**src/rtl/acc_sfu_pkg.sv**
```systemverilog
package acc_sfu_pkg;
  localparam int ACC_W   = 36;
  localparam int Y_W     = 32;
  localparam int HALF_W  = 16;
  localparam int NUM_ACC = 2;
  localparam int SEL_W   = $clog2(NUM_ACC);
  localparam int WIDE_W  = ACC_W + 2;
  localparam int AMT_W   = 5;
  localparam int FLAG_W  = 4;

  localparam logic [3:0] CODE_PROD = 4'd8;
  localparam logic [3:0] CODE_HINC = 4'd9;
  localparam logic [3:0] CODE_RSV  = 4'd10;
  localparam logic [3:0] CODE_RND  = 4'd11;
  localparam logic [3:0] CODE_Y    = 4'd12;
  localparam logic [3:0] CODE_INC  = 4'd13;
  localparam logic [3:0] CODE_CPY  = 4'd14;
  localparam logic [3:0] CODE_NEG  = 4'd15;

  typedef enum logic [3:0] {
    OP_SHR, OP_SHL, OP_PROD, OP_HINC, OP_RND, OP_Y, OP_INC, OP_CPY, OP_NEG, OP_NONE
  } opKind_t;

  typedef struct packed {
    logic             wrEn;
    opKind_t          opKind;
    logic [AMT_W-1:0] shiftAmt;
  } strobes_t;
endpackage

```
**src/rtl/acc_sfu_ctrl.sv**
```systemverilog
module acc_sfu_ctrl
  import acc_sfu_pkg::*;
(
  input  logic       clk,
  input  logic       rstN,
  input  logic       opValid,
  input  logic [3:0] funcCode,
  output strobes_t   stb,
  output logic       illegalQ
);
  logic isRsv;
  logic [AMT_W-1:0] amt;

  always_comb begin
    case (funcCode[2:1])
      2'd0:    amt = AMT_W'(1);
      2'd1:    amt = AMT_W'(4);
      2'd2:    amt = AMT_W'(8);
      default: amt = AMT_W'(16);
    endcase
  end

  always_comb begin
    stb.shiftAmt = amt;
    stb.opKind   = OP_NONE;
    if (!funcCode[3]) begin
      stb.opKind = funcCode[0] ? OP_SHL : OP_SHR;
    end else begin
      case (funcCode)
        CODE_PROD: stb.opKind = OP_PROD;
        CODE_HINC: stb.opKind = OP_HINC;
        CODE_RND:  stb.opKind = OP_RND;
        CODE_Y:    stb.opKind = OP_Y;
        CODE_INC:  stb.opKind = OP_INC;
        CODE_CPY:  stb.opKind = OP_CPY;
        CODE_NEG:  stb.opKind = OP_NEG;
        default:   stb.opKind = OP_NONE;
      endcase
    end
    isRsv    = opValid && (funcCode == CODE_RSV);
    stb.wrEn = opValid && (stb.opKind != OP_NONE);
  end

  always_ff @(posedge clk or negedge rstN) begin
    if (!rstN) illegalQ <= 1'b0;
    else       illegalQ <= isRsv;
  end

  AST_PULSE_ONE: assert property (@(posedge clk) disable iff (!rstN)
    illegalQ |=> (!illegalQ || $past(opValid && funcCode == CODE_RSV)));
endmodule

```
**src/rtl/acc_sfu_dp.sv**
```systemverilog
module acc_sfu_dp
  import acc_sfu_pkg::*;
(
  input  logic              clk,
  input  logic              rstN,
  input  strobes_t          stb,
  input  logic [SEL_W-1:0]  srcSel,
  input  logic [SEL_W-1:0]  dstSel,
  input  logic [ACC_W-1:0]  product,
  input  logic [Y_W-1:0]    yVal,
  input  logic [NUM_ACC-1:0] keepLow,
  output logic [ACC_W-1:0]  accOut [NUM_ACC],
  output logic [FLAG_W-1:0] flagOut
);
  logic [ACC_W-1:0]  accQ [NUM_ACC];
  logic [FLAG_W-1:0] flagQ;
  logic signed [WIDE_W-1:0] srcW, res, rndStep, hincBase;
  logic [ACC_W-1:0] srcAcc, dstAcc;
  logic [Y_W-1:0]   shlLow;
  logic [FLAG_W-1:0] flagNext;

  assign srcAcc = accQ[srcSel];
  assign dstAcc = accQ[dstSel];
  assign srcW   = WIDE_W'($signed(srcAcc));
  assign shlLow = srcAcc[Y_W-1:0] << stb.shiftAmt;
  assign rndStep  = srcAcc[ACC_W-1] ? -(WIDE_W'(1) <<< (HALF_W-1)) : (WIDE_W'(1) <<< (HALF_W-1));
  assign hincBase = {srcW[WIDE_W-1:HALF_W], {HALF_W{1'b0}}} + (WIDE_W'(1) <<< HALF_W);

  always_comb begin
    res = srcW;
    case (stb.opKind)
      OP_SHR:  res = srcW >>> stb.shiftAmt;
      OP_SHL:  res = WIDE_W'($signed(shlLow));
      OP_PROD: res = WIDE_W'($signed(product));
      OP_Y:    res = WIDE_W'($signed(yVal));
      OP_INC:  res = srcW + WIDE_W'(1);
      OP_CPY:  res = srcW;
      OP_NEG:  res = -srcW;
      OP_RND: begin
        res = srcW + rndStep;
        res[HALF_W-1:0] = '0;
      end
      OP_HINC: begin
        res = hincBase;
        if (keepLow[srcSel]) res[HALF_W-1:0] = dstAcc[HALF_W-1:0];
      end
      default: res = srcW;
    endcase
  end

  always_comb begin
    flagNext[3] = res[ACC_W-1];
    flagNext[2] = (res[ACC_W-1:0] == '0);
    flagNext[1] = (res[WIDE_W-1:ACC_W] != {(WIDE_W-ACC_W){res[ACC_W-1]}});
    flagNext[0] = (res[ACC_W-1:Y_W] != {(ACC_W-Y_W){res[Y_W-1]}});
  end

  for (genvar gi = 0; gi < NUM_ACC; gi++) begin : g_acc
    always_ff @(posedge clk or negedge rstN) begin
      if (!rstN) accQ[gi] <= '0;
      else if (stb.wrEn && dstSel == SEL_W'(gi)) accQ[gi] <= res[ACC_W-1:0];
    end
    assign accOut[gi] = accQ[gi];
  end

  always_ff @(posedge clk or negedge rstN) begin
    if (!rstN)         flagQ <= '0;
    else if (stb.wrEn) flagQ <= flagNext;
  end
  assign flagOut = flagQ;

  AST_ZERO_FLAG: assert property (@(posedge clk) disable iff (!rstN)
    stb.wrEn |=> flagQ[2] == (accQ[$past(dstSel)] == '0));
  AST_NEG_FLAG: assert property (@(posedge clk) disable iff (!rstN)
    stb.wrEn |=> flagQ[3] == accQ[$past(dstSel)][ACC_W-1]);
  AST_SHL_NO_OVF: assert property (@(posedge clk) disable iff (!rstN)
    (stb.wrEn && stb.opKind == OP_SHL) |=> (!flagQ[1] && !flagQ[0]));
  AST_IDLE_HOLD: assert property (@(posedge clk) disable iff (!rstN)
    !stb.wrEn |=> ($stable(accQ[0]) && $stable(accQ[1]) && $stable(flagQ)));
endmodule

```
**src/rtl/acc_sfu_top.sv**
```systemverilog
module acc_sfu_top
  import acc_sfu_pkg::*;
(
  input  logic        clk,
  input  logic        rstN,
  input  logic        opValid,
  input  logic [3:0]  funcCode,
  input  logic        srcSel,
  input  logic        dstSel,
  input  logic [35:0] product,
  input  logic [31:0] yVal,
  input  logic [1:0]  keepLow,
  output logic [35:0] acc0,
  output logic [35:0] acc1,
  output logic [3:0]  flags,
  output logic        illegalOp
);
  strobes_t stb;
  logic [ACC_W-1:0] accArr [NUM_ACC];

  acc_sfu_ctrl u_ctrl (
    .clk(clk), .rstN(rstN), .opValid(opValid), .funcCode(funcCode),
    .stb(stb), .illegalQ(illegalOp)
  );

  acc_sfu_dp u_dp (
    .clk(clk), .rstN(rstN), .stb(stb), .srcSel(srcSel), .dstSel(dstSel),
    .product(product), .yVal(yVal), .keepLow(keepLow),
    .accOut(accArr), .flagOut(flags)
  );

  assign acc0 = accArr[0];
  assign acc1 = accArr[1];

  AST_RSV_HOLD: assert property (@(posedge clk) disable iff (!rstN)
    illegalOp |-> ($stable(acc0) && $stable(acc1) && $stable(flags)));
endmodule

```
**config.mk**
```make
export PLATFORM = sky130hd
export DESIGN_NAME = acc_sfu_top
export DESIGN_NICKNAME = d
export VERILOG_FILES = /design/src/rtl/acc_sfu_pkg.sv /design/src/rtl/acc_sfu_ctrl.sv /design/src/rtl/acc_sfu_dp.sv /design/src/rtl/acc_sfu_top.sv
export SDC_FILE = /design/constraint.sdc
export NUM_CORES = 1
export LEC_CHECK = 0
export BUFFER_PORTS_ARGS = -buffer_cell sky130_fd_sc_hd__buf_2
export CORE_MARGIN = 2
export CORE_UTILIZATION = 35
export DETAILED_ROUTE_END_ITERATION = 12
export SYNTH_ARGS = -nofsm -noshare
export SYNTH_HDL_FRONTEND = slang
export SYNTH_SLANG_ARGS = --single-unit
```
**constraint.sdc**
```tcl
create_clock -name clk -period 5.4 [get_ports clk]
set_input_delay 0.54 -clock clk [delete_from_list [all_inputs] [get_ports clk]]
set_output_delay 0.54 -clock clk [all_outputs]
set_load 0.02 [all_outputs]
```
==> flow_metrics.py <==
metrics = {
    "logic_synthesis": {
        "yosys.area.top_type": "dfrtp_1",
        "synth.avg_cell_area_um2": 7.50,
        "dominantRegCellSynth": "dfrtp_1",
        "async_flop_share_pct": 100,
        "synth_top_area_share_pct": 18.2,
        "ys_warn_count": 0,
        "syn_inst": 1412,
        "netlist_area_mm2": 0.0106,
        "synth-edff-count": 0,
        "yosysUniqueCellTypes": 83,
        "ys_ff_latch": 77,
        "ys_seq_area_share_pct": 18.2,
        "synth_area_leaders": "dfrtp_1, nand2_1, mux2_2, mux2i_1, o21ai_0",
        "syn_nets": 1516,
    },
    "critical_path": {
        "cp.arrival_ns": 5.37,
        "crit_path_end_kind": "flop",
        "critPathLaunchType": "input port",
        "r2r_end": "u_dp.flagOut[2]",
        "r2r_setup_slack_ns": 0.51,
        "cp_max_fo": 40,
        "rr_worst_depth": 15,
        "critPathKind": "input port to flop",
        "rr_startpoint": "u_dp.accOut[35]",
        "required_ns": 5.69,
    },
    "flow_run": {
        "max_cap_viol_count": 0,
    },
    "power": {
        "ir_worst_vdd_mv": 0.258,
        "power_frac_seq_pct": 22.4,
        "cellInternalPower_mw": 2.21,
        "p_clk_share_pct": 12.4,
        "p_per_area_mw_per_mm2": 393,
        "power_frac_comb_pct": 65.2,
        "p_switching_mw": 2.66,
        "swShare_pct": 54.6,
        "leakage_nw": 5.31,
    },
    "timing": {
        "period_share_pct": 94.1,
        "timing.slew.headroom_pct": 19.5,
        "hold_viol_final": 0,
        "grt_setup_unrepaired": "no",
        "period_needed_ns": 5.08,
        "max_freq_mhz": 197,
        "finalMaxSlewViolations": 0,
        "final.setup_skew_ns": 0.0168,
        "finalWorstSetupSlack_ns": 0.317,
        "tightest_slew_ns": 1.20,
        "setup_viol": 0,
        "tns_ns": 0,
    },
    "cells_and_area": {
        "nNetsFinal": 1666,
        "design_area_mm2": 0.0124,
        "final_common_cell": "nand2_1",
        "area_growth_pct": 16.9,
        "n_antenna_cell": 0,
        "multiInputGateArea_mm2": 0.00813,
        "layout.cells.most_common_list": "nand2_1, buf_2, o21ai_0",
        "filler_cell_count": 3138,
        "drive_gt1_share_pct": 22.7,
        "seq_area_mm2": 0.00193,
    },
    "clock_tree": {
        "cts-buffers-inserted": 9,
        "path_clk_slew_ns": 0.07,
        "cts_tree": "yes",
        "cts_max_path_buffers": 2,
        "cts-resized-gates": 0,
        "clock_latency_ns": 0.35,
        "cts.sinks": 77,
        "cts_root_buf": "clkbuf_16",
        "cts-hold-fix-buffers": 0,
        "cts_max_level": 3,
        "post_cts_buffers": 0,
    },
    "floorplanning": {
        "die_w_um": 178,
        "rows": 63,
        "start_util_pct": 35.6,
        "coreArea_mm2": 0.0297,
        "die_h_um": 178,
        "ios": 156,
        "dieArea_mm2": 0.0317,
    },
    "placed_design": {
        "place_congestion": 1.05,
        "placed_area_mm2": 0.0121,
        "portBuffers": 155,
        "hpwl_mm": 41.7,
        "preCtsSetupSlack_ns": 0.302,
    },
    "global_routing": {
        "grt_pass1_vias": 11900,
        "grt_first_pass_wirelength_mm": 79.1,
        "grt-ovfl-total": 0,
        "grt_use_total_pct": 33.5,
        "antenna_found_initial": 0,
        "grt_max_degree": 78,
    },
    "route": {
        "wl_mm": 53.9,
        "remaining_drc_errors": 0,
        "vias": 13100,
        "drt_iter0_drc": 1991,
        "dr.pass1.iters": 6,
        "routedWlPerCell_um": 27.5,
        "detail-route-antenna-nets": 0,
        "vias_per_cell": 6.69,
    },
    "worst_hold_path": {
        "hold_path_class": "input port to async pin",
    },
    "status": {
        "outcome": "finished clean",
    },
}
per-layer routing:
layer | vias up | GRT usage [%] | part of all wire [%] | routed length (um)
met1 | 6335 | 50.9 | 44 | 23900
met2 | 935 | 46.9 | 40 | 21600
met4 | 0 | 10.7 | 3.4 | 1820
met3 | 121 | 6.19 | 12 | 6570
li1 | 5699 | - | - | -
met5 | - | 0 | 0 | 0
critical path: stages:
cell	delay, ns
buf_4	0.17
buf_12	0.25
mux2i_1	0.48
clkinv_1	0.40
ha_1	0.47
a21oi_1	0.42
nand2_1	0.17
o31ai_1	0.34
a21oi_1	0.12
a2111oi_0	0.85
o221ai_1	0.30
o21ai_0	0.22
a21oi_1	0.15
nor4b_1	0.28
a32o_1	0.20
synthesized netlist by cell type (16+ instances only):
library cell  instances
xnor2_1              34
a21oi_1              91
clkbuf_1             70
a211oi_1             24
ha_1                 24
mux4_2               18
mux2i_1              65
nor2_1               96
a31oi_1              19
o22ai_1              18
mux2_2               66
nor4_1               17
nand3_1              50
o221ai_1             16
o21ai_0             103
inv_1                26
nand4_1              31
dfrtp_1              77
nand2_1             217
o211ai_1             16
nor3_1               36
cells by family after synthesis:
logic type / count (synthesis) / share of synthesized area, %
and+or+nand+nor: 558 / 26.1
AOI/OAI and AO/OA: 428 / 27.0
muxes: 149 / 17.0
buffers and inverters: 132 / 5.10
DFF: 77 / 18.2
xor gates and xnor gates: 43 / 3.56
adders and majority gates: 25 / 3.02
registers in the layout, summed over array words and instances, names as in the netlist:
register         flops
u_dp.accOut         72
u_ctrl.illegalQ      1
u_dp.flagOut         4
power by group through the flow:
stage               clock (mW)  combinational [mW]  sequential [mW]
floorplan                    0                1.73             1.14
global placement             0                3.05             1.09
detailed placement           0                3.04             1.08
CTS                      0.615                3.06             1.07
global route             0.639                3.35             1.12
finish                   0.602                3.17             1.09
final cells by class:
| type | count | share of cell area [%] |
|---|---|---|
| inverter | 36 | 1.09 |
| tap | 390 | 3.94 |
| timing repair buffer | 235 | 11.4 |
| clock inverter | 7 | 0.535 |
| sequential | 77 | 15.6 |
| clock buffer | 9 | 1.82 |
| multi-input combinational | 1203 | 65.7 |
stage by stage:
stage / utilization (%) / power [mW] / instances / hold slack [ns]
4_1_cts: 41.7 / 4.75 / 1957 / 0.395
3_5_place_dp: 40.7 / 4.12 / 1941 / 0.467
6_report: 41.7 / 4.87 / 1957 / 0.348
2_1_floorplan: - / 2.87 / 1412 / 0.244
5_1_grt: 41.7 / 5.10 / 1957 / 0.439
3_3_place_gp: 40.7 / 4.13 / 1941 / 0.458
worst max path at each step:
stage | slack, ns | to | start
floorplan | 0.44 | u_dp.flagOut[2] | srcSel
global placement | 0.34 | u_dp.flagOut[2] | srcSel
detailed placement | 0.30 | u_dp.flagOut[2] | srcSel
CTS | 0.64 | u_dp.flagOut[2] | srcSel
global route | 0.19 | u_dp.flagOut[2] | srcSel
finish | 0.32 | u_dp.flagOut[2] | srcSel
Note: power is estimated with default switching activity, not from simulation.
